### config.mk
export PLATFORM = sky130hd
export DESIGN_NAME = cir_irq_ctrl
export DESIGN_NICKNAME = d
export VERILOG_FILES = /design/src/rtl/cir_irq_pkg.sv /design/src/rtl/cir_byte_fifo.sv /design/src/rtl/cir_irq_datapath.sv /design/src/rtl/cir_irq_control.sv /design/src/rtl/cir_irq_ctrl.sv
export SDC_FILE = /design/constraint.sdc
export NUM_CORES = 1
export LEC_CHECK = 0
export ABC_AREA = 1
export BUFFER_PORTS_ARGS = -buffer_cell sky130_fd_sc_hd__buf_2
export CAP_MARGIN = 15
export CORE_ASPECT_RATIO = 2
export CORE_UTILIZATION = 50
export DETAILED_ROUTE_END_ITERATION = 6
export PLACE_DENSITY = 0.66
export SLEW_MARGIN = 20
export SYNTH_ARGS = -nofsm -noshare
export SYNTH_HDL_FRONTEND = slang
export SYNTH_SLANG_ARGS = --single-unit
### constraint.sdc
create_clock -name clk -period 4.4 [get_ports clk]
set_clock_uncertainty 0.15 [all_clocks]
set_input_delay 0.44 -clock clk [delete_from_list [all_inputs] [get_ports clk]]
set_output_delay 0.44 -clock clk [all_outputs]
set_load 0.02 [all_outputs]
### src/rtl/cir_irq_pkg.sv
package cir_irq_pkg;

  localparam int REG_AW = 3;

  localparam logic [REG_AW-1:0] ADDR_STATUS = 3'd0;
  localparam logic [REG_AW-1:0] ADDR_ENABLE = 3'd1;
  localparam logic [REG_AW-1:0] ADDR_RXDATA = 3'd2;
  localparam logic [REG_AW-1:0] ADDR_TXDATA = 3'd3;
  localparam logic [REG_AW-1:0] ADDR_RXLVL  = 3'd4;
  localparam logic [REG_AW-1:0] ADDR_TXLVL  = 3'd5;
  localparam logic [REG_AW-1:0] ADDR_RXCNT  = 3'd6;
  localparam logic [REG_AW-1:0] ADDR_TXCNT  = 3'd7;

  // status bit positions; host software decodes these
  localparam int ST_RDY    = 7;
  localparam int ST_RTRIG  = 6;
  localparam int ST_PKTEND = 5;
  localparam int ST_OVR    = 4;
  localparam int ST_TEMPTY = 3;
  localparam int ST_TTRIG  = 2;
  localparam int ST_UNDR   = 1;
  localparam int ST_MINLEN = 0;

  typedef struct packed {
    logic rxPush;
    logic rxPop;
    logic txPush;
    logic txPop;
    logic enWr;
    logic rxLvlWr;
    logic txLvlWr;
  } ctrlStrobes_t;

endpackage

### src/rtl/cir_byte_fifo.sv
module cir_byte_fifo #(
  parameter int DATA_W = 8,
  parameter int DEPTH  = 32,
  localparam int ADDR_W = $clog2(DEPTH),
  localparam int CNT_W  = $clog2(DEPTH + 1)
) (
  input  logic              clk,
  input  logic              rst,
  input  logic              push,
  input  logic [DATA_W-1:0] pushData,
  input  logic              pop,
  output logic [DATA_W-1:0] headData,
  output logic [CNT_W-1:0]  count
);

  logic [DATA_W-1:0] mem [DEPTH];
  logic [ADDR_W-1:0] wrPtr, rdPtr;

  function automatic logic [ADDR_W-1:0] nextPtr(input logic [ADDR_W-1:0] p);
    return (p == ADDR_W'(DEPTH - 1)) ? '0 : p + 1'b1;
  endfunction

  always_ff @(posedge clk) begin
    if (rst) begin
      wrPtr <= '0;
      rdPtr <= '0;
      count <= '0;
    end else begin
      if (push) wrPtr <= nextPtr(wrPtr);
      if (pop)  rdPtr <= nextPtr(rdPtr);
      count <= count + CNT_W'(push) - CNT_W'(pop);
    end
  end

  always_ff @(posedge clk) begin
    if (push) mem[wrPtr] <= pushData;
  end

  assign headData = mem[rdPtr];

  // occupancy never exceeds the depth
  a_r2_count_bound: assert property (@(posedge clk) disable iff (rst)
    count <= CNT_W'(DEPTH));

  // the controller never pops an empty queue
  a_r7_no_empty_pop: assert property (@(posedge clk) disable iff (rst)
    pop |-> count != '0);

  // the controller never pushes a full queue
  a_r5_no_full_push: assert property (@(posedge clk) disable iff (rst)
    push |-> count != CNT_W'(DEPTH));

endmodule

### src/rtl/cir_irq_datapath.sv
module cir_irq_datapath
  import cir_irq_pkg::*;
#(
  parameter int DEPTH = 32,
  localparam int CNT_W = $clog2(DEPTH + 1)
) (
  input  logic               clk,
  input  logic               rst,
  input  ctrlStrobes_t       stb,
  input  logic [REG_AW-1:0]  regAddr,
  input  logic [7:0]         regWrData,
  input  logic [7:0]         rxPushData,
  input  logic [7:0]         statusQ,
  output logic [7:0]         regRdData,
  output logic [7:0]         txPopData,
  output logic [CNT_W-1:0]   rxCount,
  output logic [CNT_W-1:0]   txCount,
  output logic [7:0]         rxLevel,
  output logic [7:0]         txLevel,
  output logic [7:0]         enableQ
);

  localparam logic [7:0] LEVEL_RST = 8'(DEPTH / 2);

  logic [7:0] rxHead;

  cir_byte_fifo #(.DATA_W(8), .DEPTH(DEPTH)) u_rxFifo (
    .clk      (clk),
    .rst      (rst),
    .push     (stb.rxPush),
    .pushData (rxPushData),
    .pop      (stb.rxPop),
    .headData (rxHead),
    .count    (rxCount)
  );

  cir_byte_fifo #(.DATA_W(8), .DEPTH(DEPTH)) u_txFifo (
    .clk      (clk),
    .rst      (rst),
    .push     (stb.txPush),
    .pushData (regWrData),
    .pop      (stb.txPop),
    .headData (txPopData),
    .count    (txCount)
  );

  always_ff @(posedge clk) begin
    if (rst) begin
      enableQ <= '0;
      rxLevel <= LEVEL_RST;
      txLevel <= LEVEL_RST;
    end else begin
      if (stb.enWr)    enableQ <= regWrData;
      if (stb.rxLvlWr) rxLevel <= regWrData;
      if (stb.txLvlWr) txLevel <= regWrData;
    end
  end

  always_comb begin
    unique case (regAddr)
      ADDR_STATUS: regRdData = statusQ;
      ADDR_ENABLE: regRdData = enableQ;
      ADDR_RXDATA: regRdData = rxHead;
      ADDR_TXDATA: regRdData = 8'h00;
      ADDR_RXLVL:  regRdData = rxLevel;
      ADDR_TXLVL:  regRdData = txLevel;
      ADDR_RXCNT:  regRdData = 8'(rxCount);
      ADDR_TXCNT:  regRdData = 8'(txCount);
      default:     regRdData = 8'h00;
    endcase
  end

endmodule

### src/rtl/cir_irq_control.sv
module cir_irq_control
  import cir_irq_pkg::*;
#(
  parameter int DEPTH = 32,
  localparam int CNT_W = $clog2(DEPTH + 1)
) (
  input  logic               clk,
  input  logic               rst,
  input  logic               regWrEn,
  input  logic               regRdEn,
  input  logic [REG_AW-1:0]  regAddr,
  input  logic [7:0]         regWrData,
  input  logic               rxPushValid,
  input  logic               pktEndPulse,
  input  logic               minLenPulse,
  input  logic               txPopReq,
  input  logic [CNT_W-1:0]   rxCount,
  input  logic [CNT_W-1:0]   txCount,
  input  logic [7:0]         rxLevel,
  input  logic [7:0]         txLevel,
  input  logic [7:0]         enableQ,
  output ctrlStrobes_t       stb,
  output logic [7:0]         statusQ,
  output logic               irq
);

  localparam logic [CNT_W-1:0] FULL = CNT_W'(DEPTH);

  logic rxFull, rxEmpty, txFull, txEmpty;
  logic rxOverrun, txUnderrun;
  logic [CNT_W-1:0] rxCountNext, txCountNext;
  logic rxTrigNow, rxTrigNext, txTrigNow, txTrigNext;
  logic [7:0] setMask, clrMask, statusNext;

  assign rxFull  = (rxCount == FULL);
  assign rxEmpty = (rxCount == '0);
  assign txFull  = (txCount == FULL);
  assign txEmpty = (txCount == '0);

  // host-side decode and queue gating
  always_comb begin
    stb.rxPush  = rxPushValid && !rxFull;
    stb.rxPop   = regRdEn && (regAddr == ADDR_RXDATA) && !rxEmpty;
    stb.txPush  = regWrEn && (regAddr == ADDR_TXDATA) && !txFull;
    stb.txPop   = txPopReq && !txEmpty;
    stb.enWr    = regWrEn && (regAddr == ADDR_ENABLE);
    stb.rxLvlWr = regWrEn && (regAddr == ADDR_RXLVL);
    stb.txLvlWr = regWrEn && (regAddr == ADDR_TXLVL);
  end

  assign rxOverrun  = rxPushValid && rxFull;
  assign txUnderrun = txPopReq && txEmpty;

  assign rxCountNext = rxCount + CNT_W'(stb.rxPush) - CNT_W'(stb.rxPop);
  assign txCountNext = txCount + CNT_W'(stb.txPush) - CNT_W'(stb.txPop);

  assign rxTrigNow  = 8'(rxCount)     >= rxLevel;
  assign rxTrigNext = 8'(rxCountNext) >= rxLevel;
  assign txTrigNow  = 8'(txCount)     <= txLevel;
  assign txTrigNext = 8'(txCountNext) <= txLevel;

  always_comb begin
    setMask = '0;
    setMask[ST_RDY]    = stb.rxPush || rxOverrun;
    setMask[ST_RTRIG]  = rxTrigNext && !rxTrigNow;
    setMask[ST_PKTEND] = pktEndPulse;
    setMask[ST_OVR]    = rxOverrun;
    setMask[ST_TEMPTY] = (txCountNext == '0) && !txEmpty;
    setMask[ST_TTRIG]  = txTrigNext && !txTrigNow;
    setMask[ST_UNDR]   = txUnderrun;
    setMask[ST_MINLEN] = minLenPulse;

    clrMask = (regWrEn && regAddr == ADDR_STATUS) ? regWrData : 8'h00;
    if (rxCountNext == '0 && !rxEmpty) clrMask[ST_RDY] = 1'b1;

    // hardware events take priority over clears
    statusNext = (statusQ & ~clrMask) | setMask;
  end

  always_ff @(posedge clk) begin
    if (rst) statusQ <= '0;
    else     statusQ <= statusNext;
  end

  assign irq = |(statusQ & enableQ);

  // overrun flags both overrun and data ready, count held
  a_r5_overrun_flags: assert property (@(posedge clk) disable iff (rst)
    (rxPushValid && rxFull) |=> (statusQ[ST_OVR] && statusQ[ST_RDY]));

  a_r5_full_held: assert property (@(posedge clk) disable iff (rst)
    (rxPushValid && rxFull && !(regRdEn && regAddr == ADDR_RXDATA)) |=> rxFull);

  // underrun is flagged
  a_r7_underrun_flag: assert property (@(posedge clk) disable iff (rst)
    (txPopReq && txEmpty) |=> (statusQ[ST_UNDR] && txEmpty));

  // an event pulse wins against a same-cycle clear
  a_r10_set_wins: assert property (@(posedge clk) disable iff (rst)
    pktEndPulse |=> statusQ[ST_PKTEND]);

  // trigger flag only rises when the level is met
  a_r4_trig_level: assert property (@(posedge clk) disable iff (rst)
    $rose(statusQ[ST_RTRIG]) |-> (8'(rxCount) >= rxLevel));

  // no interrupt without an enable
  a_r11_irq_needs_enable: assert property (@(posedge clk) disable iff (rst)
    irq |-> (enableQ != 8'h00 && statusQ != 8'h00));

  // reset leaves status clear
  a_r1_reset_clear: assert property (@(posedge clk)
    $past(rst) |-> (statusQ == 8'h00));

endmodule

### src/rtl/cir_irq_ctrl.sv
module cir_irq_ctrl
  import cir_irq_pkg::*;
#(
  parameter int DEPTH = 32
) (
  input  logic        clk,
  input  logic        rst,
  input  logic        regWrEn,
  input  logic        regRdEn,
  input  logic [2:0]  regAddr,
  input  logic [7:0]  regWrData,
  output logic [7:0]  regRdData,
  input  logic        rxPushValid,
  input  logic [7:0]  rxPushData,
  input  logic        pktEndPulse,
  input  logic        minLenPulse,
  input  logic        txPopReq,
  output logic [7:0]  txPopData,
  output logic        irq
);

  localparam int CNT_W = $clog2(DEPTH + 1);

  ctrlStrobes_t     stb;
  logic [7:0]       statusQ, enableQ, rxLevel, txLevel;
  logic [CNT_W-1:0] rxCount, txCount;

  cir_irq_control #(.DEPTH(DEPTH)) u_control (
    .clk         (clk),
    .rst         (rst),
    .regWrEn     (regWrEn),
    .regRdEn     (regRdEn),
    .regAddr     (regAddr),
    .regWrData   (regWrData),
    .rxPushValid (rxPushValid),
    .pktEndPulse (pktEndPulse),
    .minLenPulse (minLenPulse),
    .txPopReq    (txPopReq),
    .rxCount     (rxCount),
    .txCount     (txCount),
    .rxLevel     (rxLevel),
    .txLevel     (txLevel),
    .enableQ     (enableQ),
    .stb         (stb),
    .statusQ     (statusQ),
    .irq         (irq)
  );

  cir_irq_datapath #(.DEPTH(DEPTH)) u_datapath (
    .clk        (clk),
    .rst        (rst),
    .stb        (stb),
    .regAddr    (regAddr),
    .regWrData  (regWrData),
    .rxPushData (rxPushData),
    .statusQ    (statusQ),
    .regRdData  (regRdData),
    .txPopData  (txPopData),
    .rxCount    (rxCount),
    .txCount    (txCount),
    .rxLevel    (rxLevel),
    .txLevel    (txLevel),
    .enableQ    (enableQ)
  );

endmodule

# Yosys cells after proc, flatten, opt, wreduce, memory -nomap -nowiden
# Memory sizes are Yosys's and may differ from the RTL's. A register that Yosys moved wholly into a read port is not among the register bits.
# Cells that the tools add are included.
dict set report op_classes {
  addsub 8
  n_lt_le_gt_ge 4
  eq_ne 13
  muxes 15
  n_bitwise 4
  reduce_logical 29
}
# operator n
set op_table {}
lappend op_table {{8-bit case mux with 8 select lines} 1}
lappend op_table {{5-bit two-way mux} 8}
lappend op_table {{6-bit logical NOT} 4}
lappend op_table {{5-bit by 1-bit adder with 5-bit output, second input constant} 4}
lappend op_table {{5-bit equality test, second input constant} 4}
lappend op_table {{8-bit AND} 2}
lappend op_table {{6-bit by 8-bit >= comparator with 1-bit output} 2}
lappend op_table {{6-bit by 8-bit less-or-equal comparator with 1-bit output} 2}
lappend op_table {{1-bit logical AND} 16}
lappend op_table {{6-bit by 1-bit adder with 6-bit output} 2}
lappend op_table {{3-bit equality test, second input constant} 4}
lappend op_table {{6-bit equality test, second input constant} 2}
lappend op_table {{6-bit by 1-bit subtractor with 6-bit output} 2}
lappend op_table {{8-bit two-way mux} 1}
lappend op_table {{8-bit inverter} 1}
lappend op_table {{8-bit bitwise OR} 1}
lappend op_table {{8-bit OR reduction} 1}
lappend op_table {{3-bit by 2-bit equality test with 1-bit output, second input constant} 2}
lappend op_table {{1-bit logical NOT} 6}
lappend op_table {{1-bit two-way mux} 5}
lappend op_table {{3-bit by 1-bit equality test with 1-bit output, second input constant} 1}
lappend op_table {{3-bit logical NOT} 1}
lappend op_table {{1-bit logical OR} 1}
dict set report totals {
  reg_bits 64
  mem_bits_rw 512
  in_bits 27
  out_inout_bits 17
  wordCells 85
  mem_count 2
}
# name depth width rd rd_clocked_by_memory_dff wr line
set memory_table {}
lappend memory_table {u_datapath.u_rxFifo.mem 32 8 1 1 1 cir_byte_fifo.sv:16} ;# logic [DATA_W-1:0] mem [DEPTH];
lappend memory_table {u_datapath.u_txFifo.mem 32 8 1 1 1 cir_byte_fifo.sv:16}

# Longest topological paths before layout
# Gate-level depths: netlist of run 1.
dict set report depth {
  ltp_word 11
  ltp_mapped 23
  depth_no_buf 22
}

# By module
# From an unflattened synthesis of run 1, not the netlist that was laid out.
dict set report unflattened {
  hier_cells 2559
  hier_area_um2 26167.6
}
# mod instances cells_per_inst area_each_um2 seq_area_each_um2
set by_module_without_submodules {}
lappend by_module_without_submodules {{cir_byte_fifo at u_datapath.u_txFifo} 1 1035 11596.1 8107.8}
lappend by_module_without_submodules {{cir_byte_fifo at u_datapath.u_rxFifo} 1 1031 11469.8 8107.8}
lappend by_module_without_submodules {cir_irq_control 1 279 1739.2 160.2}
lappend by_module_without_submodules {cir_irq_datapath 1 214 1362.6 480.5}

# Least setup slack after synthesis of run 1
# No wires, ideal clock.
dict set report synth_timing {
  path_kind {register to register}
  startpoint {register u_datapath.u_txFifo.count[2]}
  endpoint {register u_control.statusQ[2]}
  setup_time_ns 0.132
  arrival_time_ns 2.936
  t_required_ns 4.118
  path_slack_ns 1.182
  stages_incl_launch_ff 22
  path_buffers 0
  synth_period_minus_slack_ns 3.218
  path_cell_list {dfxtp_1 inv_1 ha_1 nand4_1 nand2_1 inv_1 ha_1 inv_1 ha_1 fa_1 nand3_1 nand2_1 xor2_1 inv_1 ha_1 nand2_1 nor2_1 nand2_1 o21ai_0 o21ai_0 nand2_1 a21oi_1}
}
# item line
set synth_rtl {}
lappend synth_rtl {{start: declaration} cir_byte_fifo.sv:13} ;# output logic [CNT_W-1:0] count
lappend synth_rtl {{start signal: assignment} cir_byte_fifo.sv:31} ;# count <= count + CNT_W'(push) - CNT_W'(pop);
lappend synth_rtl {{end signal: assignment} cir_irq_control.sv:82} ;# else statusQ <= statusNext;
lappend synth_rtl {{end: declaration} cir_irq_control.sv:23} ;# output logic [7:0] statusQ,

==> results of run 1 <==
-- stage by stage --
stage | cell area, um2 | power [mW] | hold WS (ns)
2_1_floorplan | 25200 | 8.52 | 0.294
3_3_place_gp | 25800 | 9.30 | 0.326
3_5_place_dp | 25800 | 9.40 | 0.331
4_1_cts | 27400 | 13.7 | 0.0805
5_1_grt | 27400 | 14.2 | 0.112
6_report | 27400 | 13.6 | 0.102
-- cell usage in the layout (no fill, tap or decap), types with 5 or more instances in the layout --
cell / synthesis / final
nand2_1: 481 / 481
inv_1: 95 / 94
buf_4: 17 / 19
o221ai_1: 60 / 60
buf_2: 40 / 43
ha_1: 56 / 56
dfxtp_1: 74 / 70
edfxtp_1: 512 / 512
nand4_1: 14 / 14
a21oi_1: 62 / 62
nor2_1: 266 / 266
clkinv_2: 1 / 8
clkbuf_1: 40 / 15
xor2_1: 7 / 7
nor3_1: 18 / 15
o21bai_1: 61 / 61
clkbuf_8: 0 / 5
clkbuf_16: 0 / 49
o21ai_0: 107 / 107
clkinv_1: 2 / 9
nand3_1: 274 / 274
-- routing by layer --
metal	routed length [um]	vias to the layer above	part of all wire [%]
li1	-	7958	-
met1	21100	8174	33
met2	35400	625	56
met3	2760	193	4.4
met4	4010	0	6.3
met5	0	-	0
-- cell usage after synthesis, types with 7 or more instances --
cell type / count / area (um2)
inv_1: 95 / 357
buf_2: 40 / 200
nand4_1: 14 / 87.6
o221ai_1: 60 / 526
nand3_1: 274 / 1370
edfxtp_1: 512 / 15400
xor2_1: 7 / 61.3
clkbuf_1: 40 / 150
nand2_1: 481 / 1810
dfxtp_1: 74 / 1480
ha_1: 56 / 701
a21oi_1: 62 / 310
buf_6: 17 / 191
o21ai_0: 107 / 536
nor3_1: 18 / 90.1
nor2_1: 266 / 998
o21bai_1: 61 / 458
buf_4: 17 / 128
-- final cells by class --
class,instances,area (um2)
fill,4229,22500
sequential,586,16900
multi-input combinational,1445,7290
clock buffer,69,1350
tap,649,812
timing repair buffer,69,468
inverter,104,399
clock inverter,21,214
-- what timing repair did --
item                      CTS  global route
hold buffers                3             0
hold endpoints to repair    3             0
resized for setup           0             0
-- worst paths after layout --
kind | start | end | slack (ns) | cells past startpoint
max | register | regRdData[4] | 0.32 | 11
min | txPopReq | u_control.statusQ[1] | 0.10 | 3
max reg2reg | u_datapath.u_txFifo.count[4] | u_control.statusQ[2] | 0.67 | 21
min reg2reg | u_datapath.rxLevel[7] | u_datapath.rxLevel[7] | 0.34 | 2
-- state kept, by name (all words and copies together) (netlist names), named ones only --
signal / flops
u_datapath.u_rxFifo.wrPtr: 5
u_datapath.txLevel: 8
u_control.statusQ: 8
u_datapath.u_txFifo.count: 6
u_datapath.u_txFifo.mem: 256
u_datapath.u_rxFifo.mem: 256
u_datapath.u_rxFifo.rdPtr: 5
u_datapath.rxLevel: 8
u_datapath.u_rxFifo.count: 6
u_datapath.u_txFifo.wrPtr: 5
u_datapath.u_txFifo.rdPtr: 5
u_datapath.enableQ: 8
-- cells by family after synthesis --
| kind of cell | synth area share (%) |
|---|---|
| AO/OA/AOI/OAI | 7.81 |
| XOR/XNOR | 0.313 |
| adder cells (fa/ha/maj) | 2.94 |
| buffers and inverters | 4.29 |
| flip-flops | 66.8 |
| AND/OR/NAND/NOR | 17.8 |
-- where the power goes --
part           switching, mW  internal (mW)  leakage [nW]  total, mW
combinational           1.98          0.993          3.76       2.97
sequential             0.151           6.18          5.21       6.33
clock                   1.92           2.38         0.762       4.31
-- worst max-delay path, delay by kind of cell (launching register included) --
| kind | cells | cell delay (ns) |
|---|---|---|
| buffers and inverters | 3 | 1.05 |
| and+or+nand+nor | 7 | 0.97 |
| AOI/OAI and AO/OA | 1 | 0.34 |
| DFF | 1 | 0.47 |
==> impl_metrics.toml, run 1 <==
[status]
status = "complete, no violations"

[die]
die_x_um = 161
dieArea_um2 = 51400
rows = 116
core_area_um2 = 49900
io_pins = 44
fp.dieH_um = 320
start_util_pct = 50.5

[sta]
hold_viol = 0
setup-violations-final = 0
rsz0062_at_grt = "no"
worst_pin_slew_ns = 0.975
fin_crit_sh_pct = 92.7
maxSlewHeadroom_pct = 34.9
post-route-min-period_ns = 4.08
layout_setup_ws_ns = 0.322
finalMaxSlewViolations = 0
fin_tns_setup_ns = 0
max_clock_freq_ghz = 0.245

[global_routing]
grt_start_max_net_pins = 129
track_usage_pct = 24.7
met3_usage_pct = 2.40
grt_use_met1_pct = 24.8
met2_usage_pct = 48.0
antenna_found_initial = 0
grt-ovfl-total = 0
grt_pass1_wl_um = 95900
top_usage_layer = "met2"
grt_pass1_vias = 17025

[worst_setup_path]
critPathSlowestCell = "buf_4"
critPathCaptureType = "output port"
arrival_ns = 3.49
slowest_delay_ns = 0.71
cpMostUsedCell = "nand3_1"
path_class = "register to output port"
required_ns = 3.81
cp-start-kind = "register"
critical_path.cell_chain = "clkinv_2, buf_4, nand2_1, nand3_1, nand3_1, nand2_1, nand2_1, nand3_1, nand3_1, a21oi_1, buf_2"
crit_fanout = 86

[detailed_routing]
route.detailed.wl_per_inst_um = 21.5
vias = 16950
first_iter_violations = 1388
final_antenna_net_count = 0
routed_via_density = 5.76
drtPass1Iterations = 7
drc = 0
wirelength_um = 63200

[clock_network]
clockBufferDepth = 3
cts_tree = "built"
htree_num_levels = 2
cts_buffers = 49
post_cts_buffers = 0
root_buffer = "clkbuf_16"
cts_sinks = 586
clkLatencyLatePin_ns = 0.59
path_clk_slew_ns = 0.07

[place]
hpwlAfterDp_um = 41800
routabilityCongestion = 0.901
dp_slack_ns = 0.652
placed_cells = 2850
portBuffers = 43

[worst_hold_path]
hold_class = "primary input to register"

[finish]
diodes = 0
area_delta_synth_final_pct = 8.68
layout.nets = 2340
fin_util_pct = 54.9
fin_cells = 2943
drive_gt1_share_pct = 6.93

[synth]
async_flop_share_pct = 0
ys_seq_area_share_pct = 66.8
yosysWarningCount = 0
ys_ff_latch = 586
synth_edf_count = 512
synth_flop_cell = "edfxtp_1"
synth_cells = 2253
synth_fp_nets = 2338
ys_types = 45
syn_area_per_cell_um2 = 11.2
syn_area_um2 = 25200

[job]
cap_violations = 0

[power_and_ir_drop]
ir_drop_mv = 0.463
p_per_area_nw_per_um2 = 497
p_leak_nw = 9.73
Power figures use the tool's default switching activity.
==> run 2: changes to the inputs <==
- PLACE_DENSITY: 0.66 -> not set
- PLACE_DENSITY_LB_ADDON: not set -> 0.25
==> impl_metrics.toml, run 2 (synthesis results as in run 1) <==
[power_and_ir_drop]
intPower_mw = 9.69
p_seq_share_pct = 45.9
clock_power_share_pct = 32.6
combPwrFrac_pct = 21.5
p_per_area_nw_per_um2 = 501
p_leak_nw = 9.76
p_sw_mw = 4.07
switching_share_pct = 29.6
ir_drop_mv = 0.342

[worst_setup_path]
critPathCaptureType = "output port"
path_buf_inv = 2
slowest_delay_ns = 0.70
path_delay_family = "buffers and inverters"
required_ns = 3.81
arrival_ns = 3.24
critical_path.cell_chain = "buf_4, o21ai_0, o221ai_1, nand3_1, nand2_1, nand2_1, nand2_1, buf_2"
crit-reg2reg-capture = "u_control.statusQ[2]"
cpMostUsedCell = "nand2_1"
crit_fanout = 76
critPathSlowestCell = "dfxtp_4"
path_class = "register to output port"
r2r_slack_ns = 0.70
cp-start-kind = "register"
r2r_start = "u_datapath.u_txFifo.count[2]"
reg2reg_depth = 21

[finish]
fin_cells = 2942
layout_common_cells = "edfxtp_1 (512), nand2_1 (481), nand3_1 (274)"
area_delta_synth_final_pct = 9.00
fillCellCount = 4241
final_common_cell = "edfxtp_1"
layout.nets = 2338
diodes = 0
reg_top3 = "u_datapath.u_rxFifo.mem (256), u_datapath.u_txFifo.mem (256)"
drive_gt1_share_pct = 7.28

[detailed_routing]
first_iter_violations = 1401
drtPass1Iterations = 5
highest_layer = "met4"
routed_via_density = 5.72
wirelength_um = 62200
drc = 0
final_antenna_net_count = 0
wl_met1_um = 20800
wl_met3_um = 2510
route.detailed.wl_per_inst_um = 21.1
met2WireLength_um = 34500
vias = 16822

[die]
io_pins = 44
fp.dieH_um = 320
start_util_pct = 50.5
core_area_um2 = 49900
die_x_um = 161
rows = 116
dieArea_um2 = 51400

[global_routing]
grt_pass1_wl_um = 95300
antenna_found_initial = 0
grt-ovfl-total = 0
grt_start_max_net_pins = 129
track_usage_pct = 24.5
grt_pass1_vias = 17041

[clock_network]
cts_sinks = 586
cts_tree = "built"
path_clk_slew_ns = 0.07
cts.repair.resized = 0
clkLatencyLatePin_ns = 0.58
cts_buffers = 49
clockBufferDepth = 3
root_buffer = "clkbuf_16"
htree_num_levels = 2

[place]
placed_cells = 2848
routabilityCongestion = 0.971
portBuffers = 43
hpwlAfterDp_um = 41300

[sta]
maxSlewHeadroom_pct = 28.8
setup-violations-final = 0
hold_viol = 0
max_clock_freq_ghz = 0.261
rsz0062_at_grt = "no"
post-route-min-period_ns = 3.83
fin_crit_sh_pct = 87.1
worst_pin_slew_ns = 1.06
finalMaxSlewViolations = 0
fin_tns_setup_ns = 0

[job]
cap_violations = 0

[status]
status = "complete, no violations"

[worst_hold_path]
hold_class = "primary input to register"
hold-path-endpoint = "u_control.statusQ[0]"
min_from = "regWrEn"
hold_depth = 4
## run 2: worst max path at each step
stage	start	end	slack, ns	depth (start not counted)
after global routing	register	txPopData[7]	0.30	11
after detailed placement	u_datapath.u_txFifo.count[2]	u_control.statusQ[2]	0.75	21
after CTS	register	txPopData[7]	0.54	11
after floorplan	u_datapath.u_txFifo.count[2]	u_control.statusQ[2]	1.18	21
final	register	txPopData[1]	0.57	8
after global placement	u_datapath.u_txFifo.count[4]	u_control.statusQ[2]	0.74	21
## run 2: power groups by stage
| stage | registers, mW | clock network, mW | logic (mW) |
|---|---|---|---|
| 2_1_floorplan | 6.36 | 0 | 2.16 |
| 3_3_place_gp | 6.42 | 0 | 2.86 |
| 3_5_place_dp | 6.43 | 0 | 2.94 |
| 4_1_cts | 6.31 | 4.56 | 2.95 |
| 5_1_grt | 6.33 | 4.75 | 3.30 |
| 6_report | 6.31 | 4.49 | 2.95 |
## run 2: through the flow
stage	power (mW)	hold WS (ns)	setup slack, ns	cell area (um2)	utilization [%]
floorplan	8.52	0.294	1.18	25200	-
global placement	9.28	0.333	0.742	25800	51.6
global route	14.4	0.173	0.300	27500	55.1
finish	13.8	0.154	0.566	27500	55.1
detailed placement	9.37	0.342	0.746	25800	51.7
CTS	13.8	0.129	0.541	27500	55.1
## run 2: repair_timing
action | in CTS | in global routing
hold buffers | 3 | 0
buffers inserted | 0 | 0
hold endpoints to repair | 3 | 0
## run 2: routing by layer
layer | global-route usage (%) | up-vias
met5 | 0 | -
met3 | 2.44 | 181
met4 | 16.6 | 0
li1 | - | 7949
met1 | 24.3 | 8130
met2 | 47.1 | 562
## run 2: layout make-up
cell class | count | area (um2) | area share [%]
clock buffer | 60 | 1340 | 4.88
multi-input combinational | 1445 | 7290 | 26.5
timing repair buffer | 67 | 453 | 1.65
inverter | 104 | 399 | 1.45
clock inverter | 31 | 322 | 1.17
tap | 649 | 812 | 2.95
sequential | 586 | 16900 | 61.4
## run 2: tightest hold or removal path, delay by kind of cell
kind,cells,cell delay (ns)
buffers and inverters,1,0.17
and+or+nand+nor,2,0.17
AOI/OAI and AO/OA,1,0.06
